--- src/rtl/ptw_pkg.sv ---
package ptw_pkg;
  localparam int DESC_W   = 32;
  localparam int VA_W     = 32;
  localparam int VPN_W    = VA_W - 12;
  localparam int LVL_W    = 2;
  localparam int FAULT_W  = 10;
  localparam int REF_BIT  = 5;
  localparam int MOD_BIT  = 6;
  localparam logic [LVL_W-1:0] LAST_LVL = 2'd3;
  localparam logic [2:0] FT_INVALID = 3'd1;
  localparam logic [2:0] FT_TRANS   = 3'd4;

  typedef enum logic [1:0] {
    ET_INVALID = 2'd0,
    ET_PTD     = 2'd1,
    ET_PTE     = 2'd2,
    ET_RSVD    = 2'd3
  } etype_e;

  typedef enum logic [1:0] {
    ACT_DESCEND = 2'd0,
    ACT_LEAF    = 2'd1,
    ACT_FAULT   = 2'd2
  } act_e;

  typedef enum logic [1:0] {
    SZ_4K   = 2'd0,
    SZ_256K = 2'd1,
    SZ_16M  = 2'd2
  } psize_e;

  typedef enum logic [1:0] {
    ST_IDLE  = 2'd0,
    ST_FETCH = 2'd1,
    ST_STORE = 2'd2
  } wstate_e;

  function automatic logic [FAULT_W-1:0] fault_code(input logic [LVL_W-1:0] lvl,
                                                    input logic [2:0] ft);
    return {lvl, 3'b000, ft, 2'b00};
  endfunction
endpackage

--- src/rtl/ptw_addr_gen.sv ---
module ptw_addr_gen
  import ptw_pkg::*;
#(
  parameter int PA_W  = 36,
  parameter int CTX_W = 8
) (
  input  logic [31:0]       ctx_ptr,
  input  logic [CTX_W-1:0]  ctx_num,
  input  logic [31:2]       desc_hi,
  input  logic [VPN_W-1:0]  vpn,
  input  logic [LVL_W-1:0]  lvl,
  output logic [PA_W-1:0]   root_addr,
  output logic [PA_W-1:0]   child_addr
);
  localparam int IDX_W = 10;
  logic [IDX_W-1:0] idx;
  logic [PA_W-1:0]  base;

  assign root_addr = PA_W'({ctx_ptr, 4'b0000}) + PA_W'({ctx_num, 2'b00});

  always_comb begin
    unique case (lvl)
      2'd0:    idx = {vpn[19:12], 2'b00};
      2'd1:    idx = {2'b00, vpn[11:6], 2'b00};
      default: idx = {2'b00, vpn[5:0], 2'b00};
    endcase
  end

  assign base       = PA_W'({desc_hi, 6'b000000});
  assign child_addr = base + PA_W'(idx);
endmodule

--- src/rtl/ptw_classify.sv ---
module ptw_classify
  import ptw_pkg::*;
(
  input  logic [1:0]       etype,
  input  logic             rd_err,
  input  logic [LVL_W-1:0] lvl,
  input  logic             probe,
  input  logic [1:0]       probe_lvl,
  output act_e             act,
  output logic             probe_hit,
  output logic [2:0]       ftype
);
  always_comb begin
    act       = ACT_FAULT;
    probe_hit = 1'b0;
    ftype     = FT_TRANS;
    if (!rd_err) begin
      unique case (etype_e'(etype))
        ET_INVALID: ftype = FT_INVALID;
        ET_RSVD:    ftype = FT_TRANS;
        ET_PTE: begin
          if (lvl != 2'd0) act = ACT_LEAF;
        end
        ET_PTD: begin
          if (lvl != LAST_LVL) begin
            if (probe && (probe_lvl == 2'(LAST_LVL - lvl))) begin
              act       = ACT_LEAF;
              probe_hit = 1'b1;
            end else begin
              act = ACT_DESCEND;
            end
          end
        end
        default: ftype = FT_TRANS;
      endcase
    end
  end
endmodule

--- src/rtl/ptw_leaf.sv ---
module ptw_leaf
  import ptw_pkg::*;
#(
  parameter int PA_W = 36
) (
  input  logic [DESC_W-1:0] desc,
  input  logic [LVL_W-1:0]  lvl,
  input  logic [VPN_W-1:0]  vpn,
  input  logic              store,
  output logic [PA_W-1:0]   pa,
  output psize_e            size,
  output logic              wb_need,
  output logic [DESC_W-1:0] wb_data
);
  logic [23:0] off;

  always_comb begin
    unique case (lvl)
      2'd1: begin
        off  = {vpn[11:0], 12'h000};
        size = SZ_16M;
      end
      2'd2: begin
        off  = {6'd0, vpn[5:0], 12'h000};
        size = SZ_256K;
      end
      default: begin
        off  = 24'd0;
        size = SZ_4K;
      end
    endcase
  end

  assign pa      = PA_W'({desc[31:8], 12'h000}) + PA_W'(off);
  assign wb_need = !desc[REF_BIT] || (store && !desc[MOD_BIT]);

  always_comb begin
    wb_data          = desc;
    wb_data[REF_BIT] = 1'b1;
    if (store) wb_data[MOD_BIT] = 1'b1;
  end
endmodule

--- src/rtl/ptw_walker.sv ---
module ptw_walker
  import ptw_pkg::*;
#(
  parameter int PA_W  = 36,
  parameter int CTX_W = 8
) (
  input  logic              clk,
  input  logic              rst_n,
  input  logic              req_valid,
  input  logic [31:0]       req_va,
  input  logic              req_store,
  input  logic              req_fetch,
  input  logic              req_probe,
  input  logic [1:0]        req_probe_lvl,
  input  logic              req_bypass,
  input  logic [31:0]       cfg_ctx_ptr,
  input  logic [CTX_W-1:0]  cfg_ctx_num,
  input  logic              cfg_boot,
  input  logic [PA_W-1:0]   cfg_prom_base,
  output logic              busy,
  output logic              done,
  output logic [PA_W-1:0]   rsp_pa,
  output logic [1:0]        rsp_size,
  output logic [31:0]       rsp_entry,
  output logic [9:0]        rsp_fault,
  output logic              rsp_rx_only,
  output logic              mem_rd_req,
  output logic              mem_wr_req,
  output logic [PA_W-1:0]   mem_addr,
  output logic [31:0]       mem_wdata,
  input  logic              mem_ack,
  input  logic [31:0]       mem_rdata,
  input  logic              mem_err
);
  localparam int BOOT_W = 19;

  wstate_e              state_q, state_n;
  logic [LVL_W-1:0]     lvl_q, lvl_n;
  logic [PA_W-1:0]      addr_q, addr_n;
  logic [DESC_W-1:0]    wdata_q, wdata_n;
  logic                 done_q, done_n;
  logic [VPN_W-1:0]     vpn_q;
  logic                 store_q, probe_q;
  logic [1:0]           plvl_q;
  logic                 cap_en;

  logic                 rsp_en;
  logic [PA_W-1:0]      pa_q, pa_n;
  psize_e               size_q, size_n;
  logic [DESC_W-1:0]    entry_q, entry_n;
  logic [FAULT_W-1:0]   fault_q, fault_n;
  logic                 rx_q, rx_n;

  logic [PA_W-1:0]      root_addr, child_addr;
  act_e                 act;
  logic                 probe_hit;
  logic [2:0]           ftype;
  logic [PA_W-1:0]      leaf_pa;
  psize_e               leaf_size;
  logic                 wb_need;
  logic [DESC_W-1:0]    wb_data;
  logic                 boot_map;

  ptw_addr_gen #(.PA_W(PA_W), .CTX_W(CTX_W)) u_addr (
    .ctx_ptr    (cfg_ctx_ptr),
    .ctx_num    (cfg_ctx_num),
    .desc_hi    (mem_rdata[31:2]),
    .vpn        (vpn_q),
    .lvl        (lvl_q),
    .root_addr  (root_addr),
    .child_addr (child_addr)
  );

  ptw_classify u_cls (
    .etype     (mem_rdata[1:0]),
    .rd_err    (mem_err),
    .lvl       (lvl_q),
    .probe     (probe_q),
    .probe_lvl (plvl_q),
    .act       (act),
    .probe_hit (probe_hit),
    .ftype     (ftype)
  );

  ptw_leaf #(.PA_W(PA_W)) u_leaf (
    .desc    (mem_rdata),
    .lvl     (lvl_q),
    .vpn     (vpn_q),
    .store   (store_q),
    .pa      (leaf_pa),
    .size    (leaf_size),
    .wb_need (wb_need),
    .wb_data (wb_data)
  );

  assign boot_map = cfg_boot && req_fetch;

  always_comb begin
    state_n = state_q;
    lvl_n   = lvl_q;
    addr_n  = addr_q;
    wdata_n = wdata_q;
    done_n  = 1'b0;
    cap_en  = 1'b0;
    rsp_en  = 1'b0;
    pa_n    = pa_q;
    size_n  = size_q;
    entry_n = entry_q;
    fault_n = fault_q;
    rx_n    = rx_q;
    unique case (state_q)
      ST_IDLE: begin
        if (req_valid) begin
          cap_en = 1'b1;
          if (req_bypass) begin
            rsp_en  = 1'b1;
            done_n  = 1'b1;
            pa_n    = boot_map ? (cfg_prom_base | PA_W'(req_va[BOOT_W-1:0]))
                               : PA_W'(req_va);
            size_n  = SZ_4K;
            entry_n = '0;
            fault_n = '0;
            rx_n    = boot_map;
          end else begin
            state_n = ST_FETCH;
            lvl_n   = '0;
            addr_n  = root_addr;
          end
        end
      end
      ST_FETCH: begin
        if (mem_ack) begin
          unique case (act)
            ACT_DESCEND: begin
              lvl_n  = 2'(lvl_q + 2'd1);
              addr_n = child_addr;
            end
            ACT_LEAF: begin
              rsp_en  = 1'b1;
              pa_n    = leaf_pa;
              size_n  = leaf_size;
              fault_n = '0;
              rx_n    = 1'b0;
              if (wb_need && !probe_q && !probe_hit) begin
                state_n = ST_STORE;
                wdata_n = wb_data;
                entry_n = wb_data;
              end else begin
                state_n = ST_IDLE;
                entry_n = mem_rdata;
                done_n  = 1'b1;
              end
            end
            default: begin
              rsp_en  = 1'b1;
              state_n = ST_IDLE;
              done_n  = 1'b1;
              pa_n    = '0;
              size_n  = SZ_4K;
              entry_n = '0;
              fault_n = fault_code(lvl_q, ftype);
              rx_n    = 1'b0;
            end
          endcase
        end
      end
      ST_STORE: begin
        if (mem_ack) begin
          state_n = ST_IDLE;
          done_n  = 1'b1;
        end
      end
      default: state_n = ST_IDLE;
    endcase
  end

  always_ff @(posedge clk or negedge rst_n) begin
    if (!rst_n) begin
      state_q <= ST_IDLE;
      lvl_q   <= '0;
      addr_q  <= '0;
      wdata_q <= '0;
      done_q  <= 1'b0;
    end else begin
      state_q <= state_n;
      lvl_q   <= lvl_n;
      addr_q  <= addr_n;
      wdata_q <= wdata_n;
      done_q  <= done_n;
    end
  end

  always_ff @(posedge clk or negedge rst_n) begin
    if (!rst_n) begin
      vpn_q   <= '0;
      store_q <= 1'b0;
      probe_q <= 1'b0;
      plvl_q  <= '0;
    end else if (cap_en) begin
      vpn_q   <= req_va[VA_W-1:12];
      store_q <= req_store;
      probe_q <= req_probe;
      plvl_q  <= req_probe_lvl;
    end
  end

  always_ff @(posedge clk or negedge rst_n) begin
    if (!rst_n) begin
      pa_q    <= '0;
      size_q  <= SZ_4K;
      entry_q <= '0;
      fault_q <= '0;
      rx_q    <= 1'b0;
    end else if (rsp_en) begin
      pa_q    <= pa_n;
      size_q  <= size_n;
      entry_q <= entry_n;
      fault_q <= fault_n;
      rx_q    <= rx_n;
    end
  end

  assign busy        = (state_q != ST_IDLE);
  assign done        = done_q;
  assign rsp_pa      = pa_q;
  assign rsp_size    = size_q;
  assign rsp_entry   = entry_q;
  assign rsp_fault   = fault_q;
  assign rsp_rx_only = rx_q;
  assign mem_rd_req  = (state_q == ST_FETCH);
  assign mem_wr_req  = (state_q == ST_STORE);
  assign mem_addr    = addr_q;
  assign mem_wdata   = wdata_q;
endmodule

--- config.mk ---
export PLATFORM = sky130hd
export DESIGN_NAME = ptw_walker
export DESIGN_NICKNAME = d
export VERILOG_FILES = /design/src/rtl/ptw_pkg.sv /design/src/rtl/ptw_addr_gen.sv /design/src/rtl/ptw_classify.sv /design/src/rtl/ptw_leaf.sv /design/src/rtl/ptw_walker.sv
export SDC_FILE = /design/constraint.sdc
export NUM_CORES = 1
export LEC_CHECK = 0
export BUFFER_PORTS_ARGS = -buffer_cell sky130_fd_sc_hd__buf_2
export CAP_MARGIN = 10
export CORE_ASPECT_RATIO = 1.1
export CORE_UTILIZATION = 56
export CTS_CLUSTER_SIZE = 40
export DETAILED_ROUTE_END_ITERATION = 10
export HOLD_SLACK_MARGIN = 0.08
export PLACE_DENSITY = 0.87
export SYNTH_ARGS = -nofsm -noshare
export SYNTH_HDL_FRONTEND = slang
export SYNTH_SLANG_ARGS = --single-unit
--- constraint.sdc ---
create_clock -name clk -period 6.7 [get_ports clk]
set_input_delay 1.34 -clock clk [delete_from_list [all_inputs] [get_ports clk]]
set_output_delay 1.34 -clock clk [all_outputs]
set_load 0.05 [all_outputs]
# After elaboration in Yosys (flattened, before gate mapping)
# Index checks and enable logic that the tools add are counted.
dict set report word_totals {
  latch_bits 0
  input_bits 152
  output_inout_bits 153
  mem_bits_ro 0
  n_memories 0
  ramBits 0
  reg_bits 178
  elab_cells 128
}
dict set report op_classes {
  n_addsub 5
  n_bitwise 1
  n_shift 0
  reduce_logical 21
  muxes 71
  div 0
  n_mul 0
  n_lt_le_gt_ge 0
  n_eq_ne 16
}
# op n
set op_table {}
lappend op_table {{$mux W36} 8}
lappend op_table {{$pmux W36 S2} 3}
lappend op_table {{$pmux W32 S2} 2}
lappend op_table {{$mux W32} 3}
lappend op_table {{$add A36 B10 Y36} 2}
lappend op_table {{$pmux W10 S2} 3}
lappend op_table {{$pmux W24 S2} 1}
lappend op_table {{$add A36 B24 Y36} 1}
lappend op_table {{$or A36 B19 Y36} 1}
lappend op_table {{$mux W10} 3}
lappend op_table {{$mux W2} 15}
lappend op_table {{$pmux W2 S2} 6}
lappend op_table {{$mux W1} 19}
lappend op_table {{$ne A2 B2 Y1 const B} 5}
lappend op_table {{$reduce_and A5 Y1} 2}
lappend op_table {{$eq A2 B1 Y1 const B} 4}
lappend op_table {{$logic_not A2 Y1} 4}
lappend op_table {{$mux W7} 1}
lappend op_table {{$eq A2 B2 Y1 const B} 3}
lappend op_table {{$mux W3} 2}
lappend op_table {{$ne A2 B1 Y1 const B} 3}
lappend op_table {{$pmux W1 S2} 3}
lappend op_table {{$pmux W2 S3} 1}
lappend op_table {{$reduce_and A6 Y1} 1}
lappend op_table {{9 further kinds} 18}

# Longest topological paths before layout
dict set report logic_depth {
  depth_word 13
  ltp_mapped 15
  ltp_nobuf 13
}

# Cells and area by module
# Synthesis repeated with hierarchy kept, for this count alone.
dict set report hier_totals {
  hier_cells 1223
  hier_area_um2 11385.9
}
# mod area_per_inst_um2 n_inst cells_each seq_area_each_um2
set modules_own_cells {}
lappend modules_own_cells {ptw_walker 7792.5 1 730 4329.2}
lappend modules_own_cells {ptw_addr_gen 1766.7 1 241 0.0}
lappend modules_own_cells {ptw_leaf 1677.9 1 232 0.0}
lappend modules_own_cells {ptw_classify 148.9 1 20 0.0}

# Least setup slack after synthesis
# Ideal clock, no wire load.
dict set report synth_timing {
  kind {input-to-reg}
  startpoint {input mem_rdata[2]}
  endpoint {register addr_q[34], in the netlist mem_addr[34]}
  setup_ns 0.067
  setup_slack_ns 3.217
  required_time_ns 6.633
  stages 10
  path_buffers 1
  arrival_time_ns 3.416
  cell_sequence {ha_1 > inv_1 > fa_1 > nand2b_1 > a21o_1 > or3_1 > buf_2 > or4_1 > a21oi_1 > a221o_1}
}
dict set report synth_via {
  elab_chain_len 4
}
# item line
set synth_rtl {}
lappend synth_rtl {{start: declaration} ptw_walker.sv:32} ;# input logic [31:0] mem_rdata,
lappend synth_rtl {{$add A36 B10 Y36} ptw_addr_gen.sv:30} ;# assign child_addr = base + PA_W'(idx);
lappend synth_rtl {{$mux W36} ptw_walker.sv:133} ;# unique case (act)
lappend synth_rtl {{$mux W36} ptw_walker.sv:132} ;# if (mem_ack) begin
lappend synth_rtl {{$pmux W36 S2} ptw_walker.sv:111} ;# unique case (state_q)
lappend synth_rtl {{end signal: assignment} ptw_walker.sv:187} ;# addr_q <= addr_n;
lappend synth_rtl {{end: declaration} ptw_walker.sv:39} ;# logic [PA_W-1:0] addr_q, addr_n;
# Every way passes these cells. The select of a mux whose other input is x is not followed.
# A chain may end at the register's enable or synchronous reset.

# Worst setup path in the final report
dict set report layout_timing {
  startpoint {register lvl_q[0]}
  endpoint {register addr_q[34], in the netlist mem_addr[34]}
}
dict set report layout_via {
  elab_chain_len 10
  elab_cells_between_ends 20
  classes_between {add/sub: 2; eq/ne: 4; mux: 9; reduce/logical: 5}
}
# item line
set layout_rtl {}
lappend layout_rtl {{start: declaration} ptw_walker.sv:38} ;# logic [LVL_W-1:0] lvl_q, lvl_n;
lappend layout_rtl {{start signal: assignment} ptw_walker.sv:186} ;# lvl_q <= lvl_n;
lappend layout_rtl {{branches (longest 10 deep; another with $add A36 B10 Y36)} --}
# Parallel ways; which one is timed is not known. The select of a mux whose other input is x is not followed.

==> report_table.html <==
<table>
<tr><th>Metric</th><th>Value</th></tr>
<tr><th colspan="2">Synthesis</th></tr>
<tr><td>Most area-consuming cells after synthesis</td><td>sky130_fd_sc_hd__dfrtp_1 (45%), sky130_fd_sc_hd__mux2_2 (5.9%), sky130_fd_sc_hd__xnor2_1 (5.0%), sky130_fd_sc_hd__ha_1 (4.0%), sky130_fd_sc_hd__o21ai_0 (3.9%)</td></tr>
<tr><td>Primary FF master, synth</td><td>sky130_fd_sc_hd__dfrtp_1</td></tr>
<tr><td>Number of enable-type register cells in the synthesized netlist</td><td>0</td></tr>
<tr><td>Async set-reset flop share out of synthesis</td><td>100%</td></tr>
<tr><td>Synth Register Bits</td><td>170</td></tr>
<tr><td>Synth unique cells</td><td>63</td></tr>
<tr><td>Sequential-to-total area share from yosys stat</td><td>approximately 45%</td></tr>
<tr><td>Synthesized area per cell</td><td>9.86 um^2</td></tr>
<tr><td>Combined area of all synthesized cells</td><td>between 9000 and 10,000 um^2</td></tr>
<tr><td>Most frequent cell after synthesis</td><td>sky130_fd_sc_hd__dfrtp_1</td></tr>
<tr><td>Number of instances in the synthesized netlist</td><td>approximately 960</td></tr>
<tr><td>Cell type with the largest total area after synthesis</td><td>sky130_fd_sc_hd__dfrtp_1</td></tr>
<tr><td>Most used standard cells in the synthesized netlist</td><td>sky130_fd_sc_hd__dfrtp_1 (170), sky130_fd_sc_hd__nand2_1 (96), sky130_fd_sc_hd__o21ai_0 (74), sky130_fd_sc_hd__a21oi_1 (61), sky130_fd_sc_hd__xnor2_1 (54)</td></tr>
<tr><td>Portion of synthesized cell area occupied by the leading cell type</td><td>~45%</td></tr>
<tr><td>Ys Warns</td><td>0</td></tr>
<tr><th colspan="2">Die</th></tr>
<tr><td>Width of the die</td><td>~130 um</td></tr>
<tr><td>CORE AREA</td><td>around 16,000 um^2</td></tr>
<tr><td>Rows</td><td>49</td></tr>
<tr><td>Io pins</td><td>305</td></tr>
<tr><td>Die Footprint</td><td>between 15,000 and 20,000 um^2</td></tr>
<tr><td>Die boundary height</td><td>about 140 um</td></tr>
<tr><td>Initial Utilization</td><td>around 58%</td></tr>
<tr><th colspan="2">Placed design</th></tr>
<tr><td>Final weighted congestion of routability-driven global placement</td><td>approximately 0.94</td></tr>
<tr><td>I/O Buffers</td><td>~300</td></tr>
<tr><td>Detailed placement HPWL</td><td>22.5 mm</td></tr>
<tr><th colspan="2">STA</th></tr>
<tr><td>Setup TNS</td><td>0 ps</td></tr>
<tr><td>Actual slew at the worst max-slew pin</td><td>approximately 1100 ps</td></tr>
<tr><td>Final period utilization</td><td>between 60 and 70%</td></tr>
<tr><td>Hold Violations, Final</td><td>0</td></tr>
<tr><td>Unrepaired setup endpoints after global routing</td><td>false</td></tr>
<tr><td>Fmax</td><td>between 200 and 250 MHz</td></tr>
<tr><td>Number of pins with negative max-slew slack in the final report</td><td>0</td></tr>
<tr><td>Worst clock skew</td><td>9.04 ps</td></tr>
<tr><td>Endpoints failing setup</td><td>0</td></tr>
<tr><td>Clock period minus worst slack</td><td>4100 ps</td></tr>
<tr><td>Max transition margin</td><td>between 20% and 30%</td></tr>
<tr><th colspan="2">Route</th></tr>
<tr><td>Antenna Nets Post-Route</td><td>0</td></tr>
<tr><td>DRC violations left</td><td>0</td></tr>
<tr><td>First-pass detailed-route iteration total</td><td>6</td></tr>
<tr><td>Avg WL per Cell</td><td>between 20 and 25 um</td></tr>
<tr><td>Count of routing violations after the opening detailed-route iteration</td><td>around 900</td></tr>
<tr><td>Vias/cell</td><td>between 6 and 7</td></tr>
<tr><td>Routed wire length</td><td>just over 30 mm</td></tr>
<tr><td>Total vias in the final route</td><td>between 9,000 and 10,000</td></tr>
<tr><th colspan="2">Setup path</th></tr>
<tr><td>Critical path class</td><td>flip-flop to flip-flop</td></tr>
<tr><td>Arrival time of data at the critical path endpoint</td><td>4480 ps</td></tr>
<tr><td>Nature of the critical path endpoint</td><td>flip-flop</td></tr>
<tr><td>Critical-path maximum fanout</td><td>10</td></tr>
<tr><td>Data required, critical path</td><td>7080 ps</td></tr>
<tr><td>Category of the worst setup path launch point</td><td>flip-flop</td></tr>
<tr><th colspan="2">Clock tree</th></tr>
<tr><td>Clock Sink Count</td><td>between 150 and 200</td></tr>
<tr><td>Later-pin clock latency in the skew report</td><td>about 440 ps</td></tr>
<tr><td>Clock transition at the registers of the reported paths</td><td>about 70 ps</td></tr>
<tr><td>Clock Tree Buf Depth</td><td>2</td></tr>
<tr><td>TritonCTS clock tree</td><td>built</td></tr>
<tr><td>Postcts setup bufs</td><td>0</td></tr>
<tr><td>Count of hold buffers inserted by post-cts repair</td><td>0</td></tr>
<tr><td>Cts bufs inserted</td><td>17</td></tr>
<tr><td>CTS Root Buffer Type</td><td>sky130_fd_sc_hd__clkbuf_16</td></tr>
<tr><td>H-tree levels</td><td>4</td></tr>
<tr><td>Post_cts resized</td><td>0</td></tr>
<tr><th colspan="2">Finish</th></tr>
<tr><td>Final core occ</td><td>approximately 71%</td></tr>
<tr><td>Sequential cell area</td><td>between 4000 and 5000 um^2</td></tr>
<tr><td>Growth of design area from synthesis to finish</td><td>22.6%</td></tr>
<tr><td>Area of the multi-input gates</td><td>about 4900 um^2</td></tr>
<tr><td>Ratio of cells with drive above 1 in the final layout</td><td>between 30% and 40%</td></tr>
<tr><td>Number of filler cells placed in the layout</td><td>around 1,300</td></tr>
<tr><td>Count of nets after finishing</td><td>around 1,400</td></tr>
<tr><th colspan="2">Global routing</th></tr>
<tr><td>Total global routing track utilization</td><td>~36%</td></tr>
<tr><td>Initial antenna violation count</td><td>1</td></tr>
<tr><td>Via count of the first global-routing pass</td><td>between 8,000 and 9,000</td></tr>
<tr><td>Remaining Overflow, GRT</td><td>0</td></tr>
<tr><td>Maximum number of pins on one net before global-route repair</td><td>roughly 100</td></tr>
<tr><td>First-pass GRT wire length</td><td>~48 mm</td></tr>
<tr><th colspan="2">Power</th></tr>
<tr><td>Total power per unit cell area</td><td>between 300 and 400 nW/um^2</td></tr>
<tr><td>Max VDD drop</td><td>0.179 mV</td></tr>
<tr><td>Static Leak</td><td>5.78 nW</td></tr>
<tr><th colspan="2">Outcome</th></tr>
<tr><td>Status</td><td>finished clean</td></tr>
<tr><th colspan="2">Job</th></tr>
<tr><td>Max-cap viol count</td><td>0</td></tr>
<tr><th colspan="2">Hold path</th></tr>
<tr><td>Class of the most critical hold timing path</td><td>flip-flop to flip-flop</td></tr>
</table>
## kinds of logic (layout without fill, tap and decap cells)
family | after synthesis | count (layout) | share of synthesized area, %
AND/OR/NAND/NOR | 270 | 270 | 13.9
AO/OA/AOI/OAI | 260 | 260 | 18.1
flip-flops | 170 | 170 | 44.8
buffers and inverters | 86 | 357 | 3.80
XOR/XNOR | 71 | 71 | 6.56
multiplexers | 71 | 71 | 8.15
adder cells (fa/ha/maj) | 33 | 33 | 4.59
other | 1 | 9 | 0.0395
## per-layer routing
layer / share of wire [%] / wire (um) / global-route usage [%]
met1: 38 / 11700 / 43.4
met2: 48 / 14900 / 59.0
met3: 8.4 / 2600 / 8.24
met4: 5.3 / 1630 / 20.2
met5: 0 / 0 / 0
## worst paths after layout
| check | from | slack (ps) | end | cells after the start |
|---|---|---|---|---|
| worst max-delay path | lvl_q[0] | 2600 | mem_addr[34] | 13 |
| worst min-delay path | mem_wdata[5] | 470 | mem_wdata[5] | 1 |
| worst max register to register | lvl_q[0] | 2600 | mem_addr[34] | 13 |
| worst min register to register | mem_wdata[5] | 470 | mem_wdata[5] | 1 |
| max in group asynchronous | rst_n | 4240 | mem_wdata[0] | 2 |
| min in group asynchronous | rst_n | 1000 | mem_wdata[31] | 1 |
## power breakdown
group	switching [W]	total [W]	internal [W]	leakage, nW
clock	0.000438	0.000964	0.000526	0.268
sequential	0.000122	0.00134	0.00122	2.21
combinational	0.00114	0.00158	0.000436	3.30
## metrics by stage
step	hold slack, ps	total power [W]	setup WS [ps]	instances	area, um^2
after floorplan	472	0.00245	3220	969	9510
after global placement	447	0.00288	2740	1412	11100
after detailed placement	456	0.00291	2610	1412	11100
after CTS	478	0.00387	2660	1444	11600
after global routing	498	0.00403	2440	1444	11600
final	472	0.00388	2600	1445	11600
## state kept, by name, indices dropped and copies added (netlist names)
register	cells
store_q	1
rsp_entry	32
rsp_rx_only	1
mem_wdata	32
lvl_q	2
mem_addr	34
probe_q	1
state_q	2
rsp_size	2
vpn_q	20
rsp_pa	36
plvl_q	2
done	1
rsp_fault	4
## cell type report
cell class / instances / area share [%]
inverter: 20 / 0.645
tap: 204 / 2.19
timing repair buffer: 305 / 13.4
antenna: 1 / 0.0215
sequential: 170 / 36.6
multi-input combinational: 713 / 42.4
clock buffer: 20 / 3.84
clock inverter: 12 / 0.990
## worst max-delay path, stage by stage, from the launching register on
cell                       delay [ps]
sky130_fd_sc_hd__dfrtp_1          530
sky130_fd_sc_hd__inv_1            140
sky130_fd_sc_hd__ha_1             350
sky130_fd_sc_hd__nor2_1           430
sky130_fd_sc_hd__a221o_1          260
sky130_fd_sc_hd__ha_1             190
sky130_fd_sc_hd__inv_1             60
sky130_fd_sc_hd__fa_1             380
sky130_fd_sc_hd__nand2b_1         220
sky130_fd_sc_hd__a21o_1           260
sky130_fd_sc_hd__or3_1            500
sky130_fd_sc_hd__or4_1            440
sky130_fd_sc_hd__a21oi_1          160
sky130_fd_sc_hd__a221o_1          120
## cell usage in the layout, fill, tap and decap left out, drive strengths merged, types with 34 or more instances in the layout
master and n:
nand2 96, buf 305, mux2 50, nor2 41
xnor2 54, o21ai 74, a21oi 61, dfrtp 170
a22o 34
No activity file was read; power rests on OpenSTA's default activity.
